`config.mk`:
```
export PLATFORM = sky130hd
export DESIGN_NAME = byte_max8
export DESIGN_NICKNAME = d
export VERILOG_FILES = /design/src/rtl/bm8_pkg.sv /design/src/rtl/bm8_lane_addr.sv /design/src/rtl/bm8_stage.sv /design/src/rtl/bm8_acc_reg.sv /design/src/rtl/byte_max8.sv
export SDC_FILE = /design/constraint.sdc
export NUM_CORES = 1
export LEC_CHECK = 0
export CAP_MARGIN = 20
export CORE_ASPECT_RATIO = 0.5
export CORE_UTILIZATION = 49
export CTS_CLUSTER_SIZE = 14
export DETAILED_ROUTE_END_ITERATION = 10
export GPL_TIMING_DRIVEN = 0
export HOLD_SLACK_MARGIN = 0.15
export PLACE_DENSITY = 0.95
export RECOVER_POWER = 100
export SLEW_MARGIN = 25
export SYNTH_ARGS = -nofsm -noshare
export SYNTH_HDL_FRONTEND = slang
export SYNTH_SLANG_ARGS = --single-unit
```
`constraint.sdc`:
```
create_clock -name clk -period 39.2 [get_ports clk]
set_input_delay 5.88 -clock clk [delete_from_list [all_inputs] [get_ports clk]]
set_output_delay 5.88 -clock clk [all_outputs]
set_load 0.02 [all_outputs]
```
`src/rtl/bm8_pkg.sv`:
```
package bm8_pkg;

    localparam int unsigned BM8_LANES  = 8;
    localparam int unsigned BM8_DATA_W = 8;
    localparam int unsigned BM8_ADDR_W = 8;

    typedef logic [BM8_DATA_W-1:0] bm8_byte_t;

    // Registered state of the accumulator side of the unit.
    typedef struct packed {
        bm8_byte_t value;
        logic      wr_en;
        logic      done;
    } bm8_acc_t;

    localparam bm8_acc_t BM8_ACC_RESET = '{value: '0, wr_en: 1'b0, done: 1'b0};

    // Unsigned pick of the larger byte; on a tie the running value wins.
    function automatic bm8_byte_t bm8_pick(input bm8_byte_t running, input bm8_byte_t lane);
        return (lane > running) ? lane : running;
    endfunction

endpackage

```
`src/rtl/bm8_lane_addr.sv`:
```
module bm8_lane_addr #(
    parameter int unsigned LANES  = 8,
    parameter int unsigned ADDR_W = 8
) (
    input  logic [ADDR_W-1:0]       base_i,
    output logic [LANES*ADDR_W-1:0] addr_o
);

    for (genvar g = 0; g < LANES; g++) begin : g_lane
        // Natural width truncation gives the modulo wrap.
        assign addr_o[g*ADDR_W +: ADDR_W] = base_i + ADDR_W'(g);
    end

endmodule

```
`src/rtl/bm8_stage.sv`:
```
module bm8_stage
    import bm8_pkg::*;
(
    input  bm8_byte_t prev_i,
    input  bm8_byte_t lane_i,
    output bm8_byte_t max_o
);

    always_comb begin
        max_o = bm8_pick(prev_i, lane_i);
    end

endmodule

```
`src/rtl/bm8_acc_reg.sv`:
```
module bm8_acc_reg
    import bm8_pkg::*;
(
    input  logic      clk,
    input  logic      rst,
    input  logic      load_i,
    input  bm8_byte_t value_i,
    output bm8_acc_t  acc_o
);

    bm8_acc_t acc_q;

    always_ff @(posedge clk) begin
        if (rst) begin
            acc_q <= BM8_ACC_RESET;
        end else begin
            acc_q.wr_en <= load_i;
            acc_q.done  <= load_i;
            if (load_i) begin
                acc_q.value <= value_i;
            end
        end
    end

    assign acc_o = acc_q;

    // with no start, the held value does not move.
    p_hold_idle_r7: assert property (@(posedge clk) disable iff (rst)
        !load_i |=> $stable(acc_q.value));

    // every start yields a write strobe on the next cycle.
    p_we_after_start_r5: assert property (@(posedge clk) disable iff (rst)
        load_i |=> acc_q.wr_en);

endmodule

```
`src/rtl/byte_max8.sv`:
```
module byte_max8
    import bm8_pkg::*;
#(
    parameter int unsigned LANES  = BM8_LANES,
    parameter int unsigned ADDR_W = BM8_ADDR_W,
    parameter int unsigned DATA_W = BM8_DATA_W
) (
    input  logic                     clk,
    input  logic                     rst,
    input  logic                     start_i,
    input  logic [ADDR_W-1:0]        base_i,
    output logic [LANES*ADDR_W-1:0]  lane_addr_o,
    input  logic [LANES*DATA_W-1:0]  lane_data_i,
    output logic [DATA_W-1:0]        result_o,
    output logic                     acc_we_o,
    output logic                     done_o
);

    localparam int unsigned CHAIN_LEN = LANES + 1;

    bm8_byte_t running [CHAIN_LEN];
    bm8_acc_t  acc;

    bm8_lane_addr #(
        .LANES  (LANES),
        .ADDR_W (ADDR_W)
    ) u_addr (
        .base_i (base_i),
        .addr_o (lane_addr_o)
    );

    // Zero seed at the head of the cascade.
    assign running[0] = '0;

    for (genvar g = 0; g < LANES; g++) begin : g_stage
        bm8_stage u_stage (
            .prev_i (running[g]),
            .lane_i (lane_data_i[g*DATA_W +: DATA_W]),
            .max_o  (running[g+1])
        );

        // no stage loses a value it has already seen.
        p_stage_monotone_r2: assert property (@(posedge clk) disable iff (rst)
            (running[g+1] >= running[g]) && (running[g+1] >= lane_data_i[g*DATA_W +: DATA_W]));
    end

    bm8_acc_reg u_acc (
        .clk     (clk),
        .rst     (rst),
        .load_i  (start_i),
        .value_i (running[LANES]),
        .acc_o   (acc)
    );

    assign result_o = acc.value;
    assign acc_we_o = acc.wr_en;
    assign done_o   = acc.done;

    // neighbouring lanes are one address apart, modulo the address width.
    for (genvar g = 1; g < LANES; g++) begin : g_addr_chk
        p_lane_step_r1: assert property (@(posedge clk) disable iff (rst)
            lane_addr_o[g*ADDR_W +: ADDR_W] == ADDR_W'(lane_addr_o[(g-1)*ADDR_W +: ADDR_W] + 1'b1));
    end

    // done follows a start by exactly one cycle.
    p_done_after_start_r5: assert property (@(posedge clk) disable iff (rst)
        start_i |=> done_o);

    // no completion without a start.
    p_no_spurious_done_r7: assert property (@(posedge clk) disable iff (rst)
        !start_i |=> !done_o && !acc_we_o);

    // the captured result equals the cascade output of the start cycle.
    p_result_capture_r2: assert property (@(posedge clk) disable iff (rst)
        start_i |=> result_o == $past(running[LANES]));

endmodule

```
[Word level (Yosys, flattened, before mapping)]
Index checks and enable logic that the tools add are counted.
Storage, ports and cells
  flip-flop bits (word level): 9
  input port bits: 75
  output and inout bits: 74
  word-level logic and storage cells: 25
Operators by class
  add/subtract/negate cells: 7
  $lt $le $gt $ge: 8
  multiplexer cells: 8
Operators with widths (number)
  two-way mux 8 bit: 8
  > comparator 8 bit: 7
  adder 8 x 3 -> 8 bit (second input constant): 4
  adder 8 x 2 -> 8 bit (second input constant): 2
  adder 8 x 1 -> 8 bit (second input constant): 1
  > comparator 8 x 1 -> 1 bit (second input constant): 1

[Longest topological paths before layout]
Gate-level depths: netlist of the first run.
  depth in word-level cells: 16
  depth in mapped cells: 73
  gate-level depth less buffers: 66

[Cells and area by module]
Synthesis of the first run repeated with hierarchy kept, for this count alone.
Second synthesis, totals
  cells, all modules: 425
  area, all modules: 3594.7 µm²
By module, submodules not included
  bm8_stage: times used 8, cells an instance 35, area each 304.0 µm², sequential area each 0.0 µm²
  bm8_lane_addr: times used 1, cells an instance 115, area each 838.3 µm², sequential area each 0.0 µm²
  bm8_acc_reg: times used 1, cells an instance 29, area each 320.3 µm², sequential area each 180.2 µm²
  byte_max8: times used 1, cells an instance 1, area each 3.8 µm², sequential area each 0.0 µm²

[Worst setup path before layout of the first run]
No wires, ideal clock.
  kind: in2reg
  from: input lane_data_i[1]
  to: register u_acc.acc_q (netlist bit u_acc.acc_o[3])
  setup time: 126 ps
  data arrival time: 18418 ps
  data required time: 39074 ps
  slack: 20656 ps
  stages: 73
  buffers on the path: 7
  path through: inv_1 -> ha_1 -> nor2b_4 -> o211a_1 -> o21ai_0 -> and2_1 -> clkbuf_1 -> mux2i_1 -> ha_1 -> a21oi_1 -> o21ai_0 -> o21ai_0 -> and2_1 -> buf_2 -> clkbuf_1 -> nor2_1 -> a21oi_1 -> inv_1 -> [... 37 more ...] -> o21ai_4 -> and3b_2 -> buf_4 -> a21oi_1 -> a31oi_1 -> ha_1 -> nor2b_1 -> o21a_1 -> o21ai_0 -> nand2b_1 -> a21oi_1 -> nor2_1 -> a211oi_1 -> a21oi_1 -> nor2b_1 -> clkbuf_1 -> o211ai_1 -> nand3_1
Between the ends
  cells in the longest elaborated chain, start to end: 16
Ends and longest elaborated chain
  start, declared: RTL line byte_max8.sv:13  | input logic [LANES*DATA_W-1:0] lane_data_i,
  > comparator 8 x 1 -> 1 bit: RTL line bm8_pkg.sv:20  | return (lane > running) ? lane : running;
  two-way mux 8 bit *: RTL line bm8_pkg.sv:20
  > comparator 8 bit: RTL line bm8_pkg.sv:20
  two-way mux 8 bit *: RTL line bm8_pkg.sv:20
  > comparator 8 bit: RTL line bm8_pkg.sv:20
  two-way mux 8 bit *: RTL line bm8_pkg.sv:20
  > comparator 8 bit: RTL line bm8_pkg.sv:20
  two-way mux 8 bit *: RTL line bm8_pkg.sv:20
  > comparator 8 bit: RTL line bm8_pkg.sv:20
  two-way mux 8 bit *: RTL line bm8_pkg.sv:20
  > comparator 8 bit: RTL line bm8_pkg.sv:20
  two-way mux 8 bit *: RTL line bm8_pkg.sv:20
  > comparator 8 bit: RTL line bm8_pkg.sv:20
  two-way mux 8 bit *: RTL line bm8_pkg.sv:20
  > comparator 8 bit: RTL line bm8_pkg.sv:20
  two-way mux 8 bit *: RTL line bm8_pkg.sv:20
  end, declared: RTL line bm8_acc_reg.sv:11  | bm8_acc_t acc_q;
Every way passes the cells marked *; elsewhere a longest branch is shown, timed or not.
A chain may end at the register's enable or synchronous reset.

[Worst setup path in the final report of the first run]
  from: input lane_data_i[1]
  to: register u_acc.acc_q (netlist bit u_acc.acc_o[2])
Same word-level chain as after synthesis.

==> flow_summary_export.csv, run 1 <==
group,metric,value,unit
outcome,status,"finished with violations",
outcome,violations,"design-rule violations",
timing,post-route-period-util,0.564,
yosys,synth_seq_cells,9,
clock_network,clock_path_buffers,2,
floorplanning,die_w,125,um
floorplanning,num_rows,21,
global_route,grtUsageTotal,0.274,
yosys,synth_area_per_cell,7.46,um2
timing,rsz0062_at_grt,"false",
finish,mostFrequentLayoutCells,"dlygate4sd3_1 (75), clkdlybuf4s50_1 (68), ha_1 (59), a21oi_1 (39), nor2_1 (36)",
timing,worstMarginPinSlew,0.825,ns
finish,fin_nets,779,
clock_network,clock_sinks,9,
detailed_routing,drt-pass1-iter-count,7,
place,globalplace.congestion,0.878,
timing,setup_violations,0,
detailed_routing,num_vias,4251,
clock_network,clkLatencyLatePin,0.24,ns
detailed_routing,wl_per_cell,14.8,um
clock_network,cts_made_buffers,3,
yosys,yosys.area.top_type,"ha_1",
job,cap_violations,0,
yosys,synthFlopType,"dfxtp_1",
critical_path,crit_path_max_incr_delay,0.66,ns
finish,fillers,554,
critical_path,slowest_stage,"a221oi_1",
detailed_routing,drt_iter0_drc,160,
floorplanning,die_area,0.00794,mm2
detailed_routing,drc,22,
clock_network,clk_pin_slew_worst_paths,0.04,ns
place,dp_worst_setup_slack,18.06,ns
timing,maxSlewViolCount,0,
timing,final_hold_viol_count,0,
clock_network,htreeDepth,1,
yosys,synth-async-reset-ratio,0,
critical_path,cp.required,39.32,ns
yosys,synth_edf_count,0,
finish,area_delta_synth_final,43.1,%
detailed_routing,viasPerCell,5.78,
clock_network,post_cts_resized,0,
critical_path,crit_fanout,10,
yosys,ys_top_cells_by_area,"ha_1 (20%), a21oi_1 (5.3%), dfxtp_1 (4.9%)",
yosys,yosysWarnings,0,
finish,layout_commonest_cell,"dlygate4sd3_1",
yosys,synth_top_area_share,0.199,
timing,setup_ws,17.09,ns
floorplanning,core_area,0.00699,mm2
clock_network,hold_buffers,0,
timing,fin_tns_setup,0,ns
global_route,grt_pass1_vias,4169,
yosys,synth_cell_types,79,
critical_path,crit_type,"in -> reg",
pwr,powerDensity,62.1,mW/mm2
pwr,vdd.ir_drop.worst,0.0000471,V
floorplanning,die_h,63.5,um
timing,clock_skew,0,ns
global_route,grt_pass1_wl,18300,um
finish,largest_reg_flops,9,
finish,post-route-util,0.759,
place,hpwlAfterDp,9260,um
finish,drive_above_1_share,0.0730,
clock_network,cts_tree,"yes",
timing,period_minus_slack,22.11,ns
detailed_routing,routed_wirelength,10900,um
clock_network,cts_root_buffer,"clkbuf_16",
critical_path,worstPathArrival,22.23,ns
timing,max_clock_freq,0.0452,GHz
yosys,synth_cells,497,
critical_path,startpoint_type,"input pin",
global_route,antenna_found_initial,0,
yosys,synth_area,0.00371,mm2
finish,antenna_cells,0,
timing,slew_headroom,0.450,
critical_path,crit_path_end_kind,"flop",
yosys,seq_area_frac_synth,0.0486,
floorplanning,initial_utilization,0.530,
pwr,leakage,2.41,nW
global_route,grt_overflow,0,
critical_path,crit_path_frequent_cell,"a21oi_1",
place,portBuffers,143,
yosys,synth_nets,631,
clock_network,cts_setup_buffers,0,
min_path,hp-class,"reg -> reg",
detailed_routing,antenna_left,0,
global_route,grt_max_degree,11,
floorplanning,floorplan.io_pins,149,
-- worst max-delay path: cells and delay by family --
family | cells | cell delay [ns]
compound gates | 32 | 6.90
simple gates | 23 | 4.35
buf+inv | 10 | 2.50
mux | 2 | 0.61
fa+ha+maj | 7 | 1.97
-- layout make-up --
type                            count  area (um2)  area share
Sequential cell                     9         180      0.0340
Multi-Input combinational cell    415        3140       0.592
Tap cell                           92         115      0.0217
Timing Repair Buffer              143        1430       0.270
Inverter                           34         128      0.0241
Buffer                             39         229      0.0432
Clock inverter                      1        5.00    0.000943
Clock buffer                        3        75.1      0.0142
-- worst paths after layout --
kind | start | to | slack (ns) | depth (start not counted)
setup / recovery | lane_data_i[1] | u_acc.acc_o[2] | 17.09 | 74
hold / removal | u_acc.acc_o[8] | u_acc.acc_o[8] | 0.48 | 2
setup reg to reg | u_acc.acc_o[4] | u_acc.acc_o[4] | 38.26 | 3
hold reg to reg | u_acc.acc_o[8] | u_acc.acc_o[8] | 0.48 | 2
-- per-layer routing --
metal  wire length [um]  part of all wire  vias to the layer above  GRT usage
li1                   -                 -                     2126          -
met1               4420              0.41                     1944      0.292
met2               5600              0.51                      156      0.557
met3                614             0.056                       25     0.0289
met4                267             0.024                        0      0.104
met5                  0                 0                        -          0
-- through the flow --
step	total power [mW]	instances	hold slack, ns	cell area [um2]
after floorplan	0.236	497	0.593	3710
after global placement	0.299	732	0.459	5250
after detailed placement	0.309	732	0.463	5250
after CTS	0.333	736	0.484	5330
after global routing	0.363	736	0.501	5310
final	0.330	736	0.476	5310
-- cells in the mapped netlist, drive strengths merged (2+ instances only) --
| master | number |
|---|---|
| and3b | 2 |
| o21bai | 5 |
| o211a | 3 |
| nor3 | 5 |
| dfxtp | 9 |
| nand3b | 2 |
| nand2b | 3 |
| ha | 59 |
| a2111oi | 2 |
| and3 | 3 |
| a221o | 2 |
| or4b | 2 |
| o21a | 5 |
| a32oi | 7 |
| a211o | 3 |
| a21bo | 2 |
| nand4 | 12 |
| nand2 | 30 |
| and4 | 3 |
| a221oi | 2 |
| o2111a | 5 |
| nor2 | 36 |
| clkbuf | 15 |
| nor4 | 3 |
| buf | 24 |
| a31oi | 7 |
| nand3 | 19 |
| a211oi | 6 |
| nor2b | 6 |
| or2 | 4 |
| o21ai | 26 |
| xor2 | 17 |
| inv | 34 |
| xnor2 | 20 |
| and2 | 7 |
| a21o | 18 |
| a21oi | 40 |
| a21boi | 7 |
| mux2i | 10 |
| o211ai | 3 |
| or3 | 2 |
| o31ai | 9 |
-- cell families (layout without fill, tap and decap cells) --
family	count (synthesis)	count (layout)	synth area share
AO/OA/AOI/OAI	164	164	0.325
XOR/XNOR	37	37	0.0874
adder cells (fa/ha/maj)	59	59	0.199
buffers and inverters	73	220	0.0965
flip-flops	9	9	0.0486
multiplexers	11	11	0.0300
AND/OR/NAND/NOR	144	144	0.213
-- report_power, final --
group,switching (mW),internal [mW],leakage (nW)
Sequential,0.00132,0.0124,0.0743
Combinational,0.168,0.129,2.30
Clock,0.00523,0.0135,0.0409
Power figures use the tool's default switching activity.
==> run 2, diff against run 1 <==
--- a/config.mk
+++ b/config.mk
@@ -7,12 +7,12 @@
 export LEC_CHECK = 0
 export CAP_MARGIN = 20
 export CORE_ASPECT_RATIO = 0.5
-export CORE_UTILIZATION = 49
+export CORE_UTILIZATION = 41
 export CTS_CLUSTER_SIZE = 14
 export DETAILED_ROUTE_END_ITERATION = 10
 export GPL_TIMING_DRIVEN = 0
 export HOLD_SLACK_MARGIN = 0.15
-export PLACE_DENSITY = 0.95
+export PLACE_DENSITY = 0.88
 export RECOVER_POWER = 100
 export SLEW_MARGIN = 25
 export SYNTH_ARGS = -nofsm -noshare
==> constraint.sdc (replaced) <==
create_clock -name clk -period 18.5 [get_ports clk]
set_input_delay 2.775 -clock clk [delete_from_list [all_inputs] [get_ports clk]]
set_output_delay 2.775 -clock clk [all_outputs]
set_load 0.02 [all_outputs]
==> run 2 against run 1 <==
The run now ends clean; via count fell by 0.21%; sequential cell count did not move; worst hold slack improved by 0.0050 ns; clock-buffer cell count did not move; cell count rose by 3.4%; die area rose by 19%; sequential share of layout area fell by 0.061 points; core utilization fell by 14 points; clock skew did not move; first-iteration DRC count rose by 8.8%; total power rose by 110%; combinational power rose by 110%; critical path type unchanged; largest cell class unchanged; largest power group unchanged; highest routed layer unchanged.
==> flow_summary_export.csv, run 2 (synthesis results as in run 1) <==
group,metric,value,unit
timing,setup_ws,1.36,ns
timing,fin_hold_ws,0.481,ns
job,cap_violations,0,
pwr,p_seq_frac,0.042,
clock_network,cts_made_buffers,3,
clock_network,clkLatencyLatePin,0.23,ns
timing,post-route-period-util,0.927,
floorplanning,initial_utilization,0.424,
clock_network,clock_sinks,9,
global_route,grt_pass1_wl,18000,um
timing,slew_headroom,0.457,
timing,clock_skew,0,ns
detailed_routing,num_vias,4242,
place,hpwlAfterDp,9290,um
place,dp_worst_setup_slack,0.417,ns
clock_network,htreeDepth,1,
clock_network,cts_tree,"yes",
detailed_routing,drc,0,
finish,largest_reg_flops,9,
critical_path,slowest_stage,"clkdlybuf4s50_1",
detailed_routing,drt_iter0_drc,174,
pwr,vdd.ir_drop.worst,0.0000785,V
place,place_inst,757,
global_route,grt_max_degree,11,
clock_network,cts_setup_buffers,0,
finish,fin_nets,779,
finish,mostFrequentLayoutCells,"dlygate4sd3_1 (75), clkdlybuf4s50_1 (68), ha_1 (59), a21oi_1 (37), nor2_1 (36)",
place,globalplace.congestion,0.901,
detailed_routing,drt-pass1-iter-count,4,
critical_path,startpoint_type,"input pin",
floorplanning,num_rows,24,
detailed_routing,viasPerCell,5.57,
place,portBuffers,143,
critical_path,crit_path_max_incr_delay,0.58,ns
finish,area_delta_synth_final,45.7,%
timing,setup_violations,0,
floorplanning,die_h,69.2,um
pwr,total_power,0.707,mW
critical_path,worstPathArrival,17.31,ns
global_route,grt_overflow,0,
critical_path,crit_path_frequent_cell,"ha_1",
global_route,grtUsageTotal,0.228,
place,placed_area,0.00529,mm2
pwr,intPower,0.333,mW
finish,antenna_cells,0,
outcome,status,"finished clean",
pwr,switching_share,0.529,
clock_network,clock_path_buffers,2,
timing,max_clock_freq,0.0583,GHz
clock_network,cts_root_buffer,"clkbuf_16",
floorplanning,die_area,0.00945,mm2
critical_path,crit_type,"in -> reg",
finish,drive_above_1_share,0.0901,
floorplanning,floorplan.io_pins,149,
pwr,leakage,2.43,nW
critical_path,crit_path_end_kind,"flop",
detailed_routing,antenna_left,0,
pwr,powerDensity,131,mW/mm2
pwr,switchingPower,0.374,mW
timing,final_hold_viol_count,0,
detailed_routing,routed_wirelength,10900,um
clock_network,clk_pin_slew_worst_paths,0.05,ns
pwr,pwr-share-clk,0.055,
detailed_routing,wl_per_cell,14.3,um
pwr,p_comb_frac,0.903,
finish,fin_cells,761,
critical_path,cp.required,18.67,ns
timing,period_minus_slack,17.14,ns
timing,worstMarginPinSlew,0.814,ns
min_path,hp-class,"reg -> reg",
finish,final_area,0.00540,mm2
timing,maxSlewViolCount,0,
floorplanning,core_area,0.00874,mm2
global_route,grt_pass1_vias,4038,
critical_path,crit_fanout,10,
floorplanning,die_w,136,um
global_route,antenna_found_initial,0,
finish,layout_commonest_cell,"dlygate4sd3_1",
[run 2: metrics by stage]
step | utilization | TNS, ns
floorplan | - | 0
global placement | 0.605 | 0
detailed placement | 0.605 | 0
CTS | 0.614 | 0
global route | 0.618 | -0.133
finish | 0.618 | 0
[run 2: area by class of cell]
class | instances | area [um2]
fill | 752 | 3340
timing repair buffer | 143 | 1430
inverter | 34 | 128
buffer | 39 | 233
clock buffer | 3 | 75.1
sequential | 9 | 180
multi-input combinational | 415 | 3200
clock inverter | 1 | 5.00
tap | 117 | 146
[run 2: critical path: cells and delay by family]
family                   cells  cell delay (ns)
AO/OA/AOI/OAI               30             5.64
multiplexers                 2             0.57
buffers and inverters       10             2.37
adder cells (fa/ha/maj)      7             1.88
AND/OR/NAND/NOR             24             4.08
[run 2: power by group through the flow]
stage	Clock, mW	Sequential [mW]	Combinational [mW]
global route	0.0399	0.0300	0.707
CTS	0.0387	0.0297	0.632
finish	0.0390	0.0295	0.638
floorplan	0	0.0353	0.466
detailed placement	0	0.0299	0.630
global placement	0	0.0296	0.605
[run 2: worst paths after layout]
kind                                startpoint              to  slack (ns)  depth (start not counted)
worst min-delay path            u_acc.acc_o[9]  u_acc.acc_o[9]        0.48                          2
worst max-delay path            lane_data_i[2]  u_acc.acc_o[7]        1.36                         73
worst min register to register  u_acc.acc_o[9]  u_acc.acc_o[9]        0.48                          2
worst max register to register  u_acc.acc_o[4]  u_acc.acc_o[4]       17.53                          3
[run 2: what timing repair did]
action                     CTS  global route
gates resized for setup      0            11
hold endpoints to repair     0             0
hold buffers                 0             0
setup endpoints to repair    0             8
[run 2: layer usage]
| layer | up-vias | global-route usage | part of all wire |
|---|---|---|---|
| met4 | 0 | 0.0580 | 0.017 |
| li1 | 2131 | - | - |
| met5 | - | 0 | 0 |
| met1 | 1957 | 0.286 | 0.44 |
| met2 | 136 | 0.408 | 0.48 |
| met3 | 18 | 0.0300 | 0.059 |
==> run 3, diff against run 2 <==
--- a/config.mk
+++ b/config.mk
@@ -8,6 +8,7 @@
 export CAP_MARGIN = 20
 export CORE_ASPECT_RATIO = 0.5
 export CORE_UTILIZATION = 41
+export CTS_BUF_LIST = sky130_fd_sc_hd__clkbuf_8
 export CTS_CLUSTER_SIZE = 14
 export DETAILED_ROUTE_END_ITERATION = 10
 export GPL_TIMING_DRIVEN = 0
==> run 3 against run 2 <==
Clock skew did not move; critical path depth fell by 1; worst hold slack improved by 0.0011 ns; clock power down 39%; cell count decreased by 0.13%; die area unchanged.
==> flow_summary_export.csv, run 3 (synthesis results as in run 1) <==
group,metric,value,unit
outcome,status,"finished clean",
timing,max_clock_freq,0.0587,GHz
pwr,pwr-share-clk,0.034,
clock_network,cts_root_buffer,"clkbuf_8",
timing,setup_ws,1.46,ns
floorplanning,core_area,0.00874,mm2
critical_path,crit_fanout,10,
timing,post-route-period-util,0.921,
detailed_routing,antenna_left,0,
clock_network,clk_pin_slew_worst_paths,0.06,ns
pwr,p_seq_frac,0.042,
detailed_routing,drt_iter0_drc,245,
critical_path,slowest_stage,"clkdlybuf4s50_1",
finish,antenna_cells,0,
timing,final_hold_viol_count,0,
finish,drive_above_1_share,0.0902,
detailed_routing,route.met2.wl,5160,um
place,globalplace.congestion,0.901,
timing,fin_tns_setup,0,ns
floorplanning,initial_utilization,0.424,
detailed_routing,drc,0,
critical_path,crit_path_max_incr_delay,0.58,ns
floorplanning,num_rows,24,
critical_path,reg2reg_slack,17.53,ns
place,hpwlAfterDp,9290,um
min_path,hp-class,"reg -> reg",
finish,area_delta_synth_final,44.7,%
global_route,antenna_found_initial,0,
floorplanning,die_w,136,um
floorplanning,die_area,0.00945,mm2
detailed_routing,routed_wirelength,10800,um
clock_network,htreeDepth,1,
timing,fin_hold_ws,0.483,ns
critical_path,reg2regPathDepth,3,
place,dp_worst_setup_slack,0.417,ns
timing,slew_headroom,0.458,
critical_path,crit_path_end_kind,"flop",
clock_network,hold_buffers,0,
detailed_routing,num_vias,4243,
finish,mostFrequentLayoutCells,"dlygate4sd3_1 (75), clkdlybuf4s50_1 (68), ha_1 (59), a21oi_1 (37), nor2_1 (36)",
floorplanning,floorplan.io_pins,149,
floorplanning,die_h,69.2,um
global_route,grtUsageTotal,0.228,
clock_network,cts_made_buffers,3,
pwr,vdd.ir_drop.worst,0.0000771,V
timing,setup_violations,0,
global_route,grt_overflow,0,
critical_path,cp.required,18.67,ns
place,portBuffers,143,
critical_path,startpoint_type,"input pin",
critical_path,crit_path_frequent_cell,"ha_1",
clock_network,cts_tree,"yes",
detailed_routing,wl_per_cell,14.2,um
critical_path,worstPathArrival,17.21,ns
finish,largest_reg_flops,9,
global_route,grt_pass1_wl,18000,um
clock_network,clock_sinks,9,
timing,worstMarginPinSlew,0.814,ns
pwr,leakage,2.41,nW
detailed_routing,met3_length,602,um
clock_network,clkLatencyLatePin,0.23,ns
finish,fin_nets,778,
timing,period_minus_slack,17.04,ns
timing,maxSlewViolCount,0,
detailed_routing,drt-met1-wl,4820,um
detailed_routing,drt-pass1-iter-count,4,
detailed_routing,highest_layer,"met4",
pwr,p_comb_frac,0.923,
timing,clock_skew,0,ns
pwr,intPower,0.319,mW
finish,layout_commonest_cell,"dlygate4sd3_1",
detailed_routing,viasPerCell,5.58,
finish,post-route-util,0.614,
pwr,switching_share,0.538,
global_route,grt_max_degree,11,
critical_path,crit_type,"in -> reg",
timing,rsz0062_at_grt,"false",
global_route,grt_pass1_vias,4024,
min_path,worstHoldPathCells,2,
job,cap_violations,0,
pwr,switchingPower,0.371,mW
clock_network,clock_path_buffers,2,
pwr,powerDensity,129,mW/mm2
==> run 3: changes by cell type in the layout (fill, tap and decap cells not counted) <==
cell,before,now
clkbuf_16,3,0
clkbuf_8,0,3
and2_0,0,1
and2_1,7,6
buf_2,1,0
clkbuf_1,13,12
clkbuf_2,2,3
==> run 3: power by group through the flow <==
stage                     combinational (mW)  sequential (mW)  clock, mW
after floorplan                        0.466           0.0353          0
after global placement                 0.605           0.0296          0
after detailed placement               0.630           0.0299          0
after CTS                              0.632           0.0296     0.0235
after global routing                   0.709           0.0298     0.0250
final                                  0.637           0.0293     0.0237
==> run 3: final cells by class <==
type                    count  area [um2]
clock buffers               3        41.3
inverters                  34         128
plain buffers              38         229
flip-flops and latches      9         180
well taps                 117         146
repair buffers            143        1430
clock inverters             1        5.00
multi-input cells         415        3200
fillers                   764        3370
==> run 3: path summary, 6_finish.rpt <==
path / end / from
worst min-delay path: u_acc.acc_o[9] / u_acc.acc_o[9]
worst min register to register: u_acc.acc_o[9] / u_acc.acc_o[9]
worst max-delay path: u_acc.acc_o[7] / lane_data_i[2]
worst max register to register: u_acc.acc_o[4] / u_acc.acc_o[4]
==> run 3: stage by stage <==
stage | total power, mW | std cells | area (um2)
after floorplan | 0.501 | 497 | 3710
after global placement | 0.635 | 757 | 5290
after detailed placement | 0.660 | 757 | 5290
after CTS | 0.685 | 761 | 5330
after global routing | 0.764 | 760 | 5360
final | 0.690 | 760 | 5360
==> run 3: timing repair <==
item	in CTS	in global routing
resized for setup	0	11
setup buffers	0	0
endpoints found under the setup margin	0	8
==> run 3: worst max-delay path, delay by kind of cell <==
kind                     cells  cell delay [ns]
AND/OR/NAND/NOR             24             4.26
multiplexers                 2             0.57
adder cells (fa/ha/maj)      7             1.89
AO/OA/AOI/OAI               30             5.60
buffers and inverters        9             2.08
==> run 3: per-layer routing <==
metal / GRT usage / vias up
met5: 0 / -
met4: 0.0568 / 0
met3: 0.0263 / 24
met2: 0.407 / 127
met1: 0.290 / 1964
li1: - / 2128
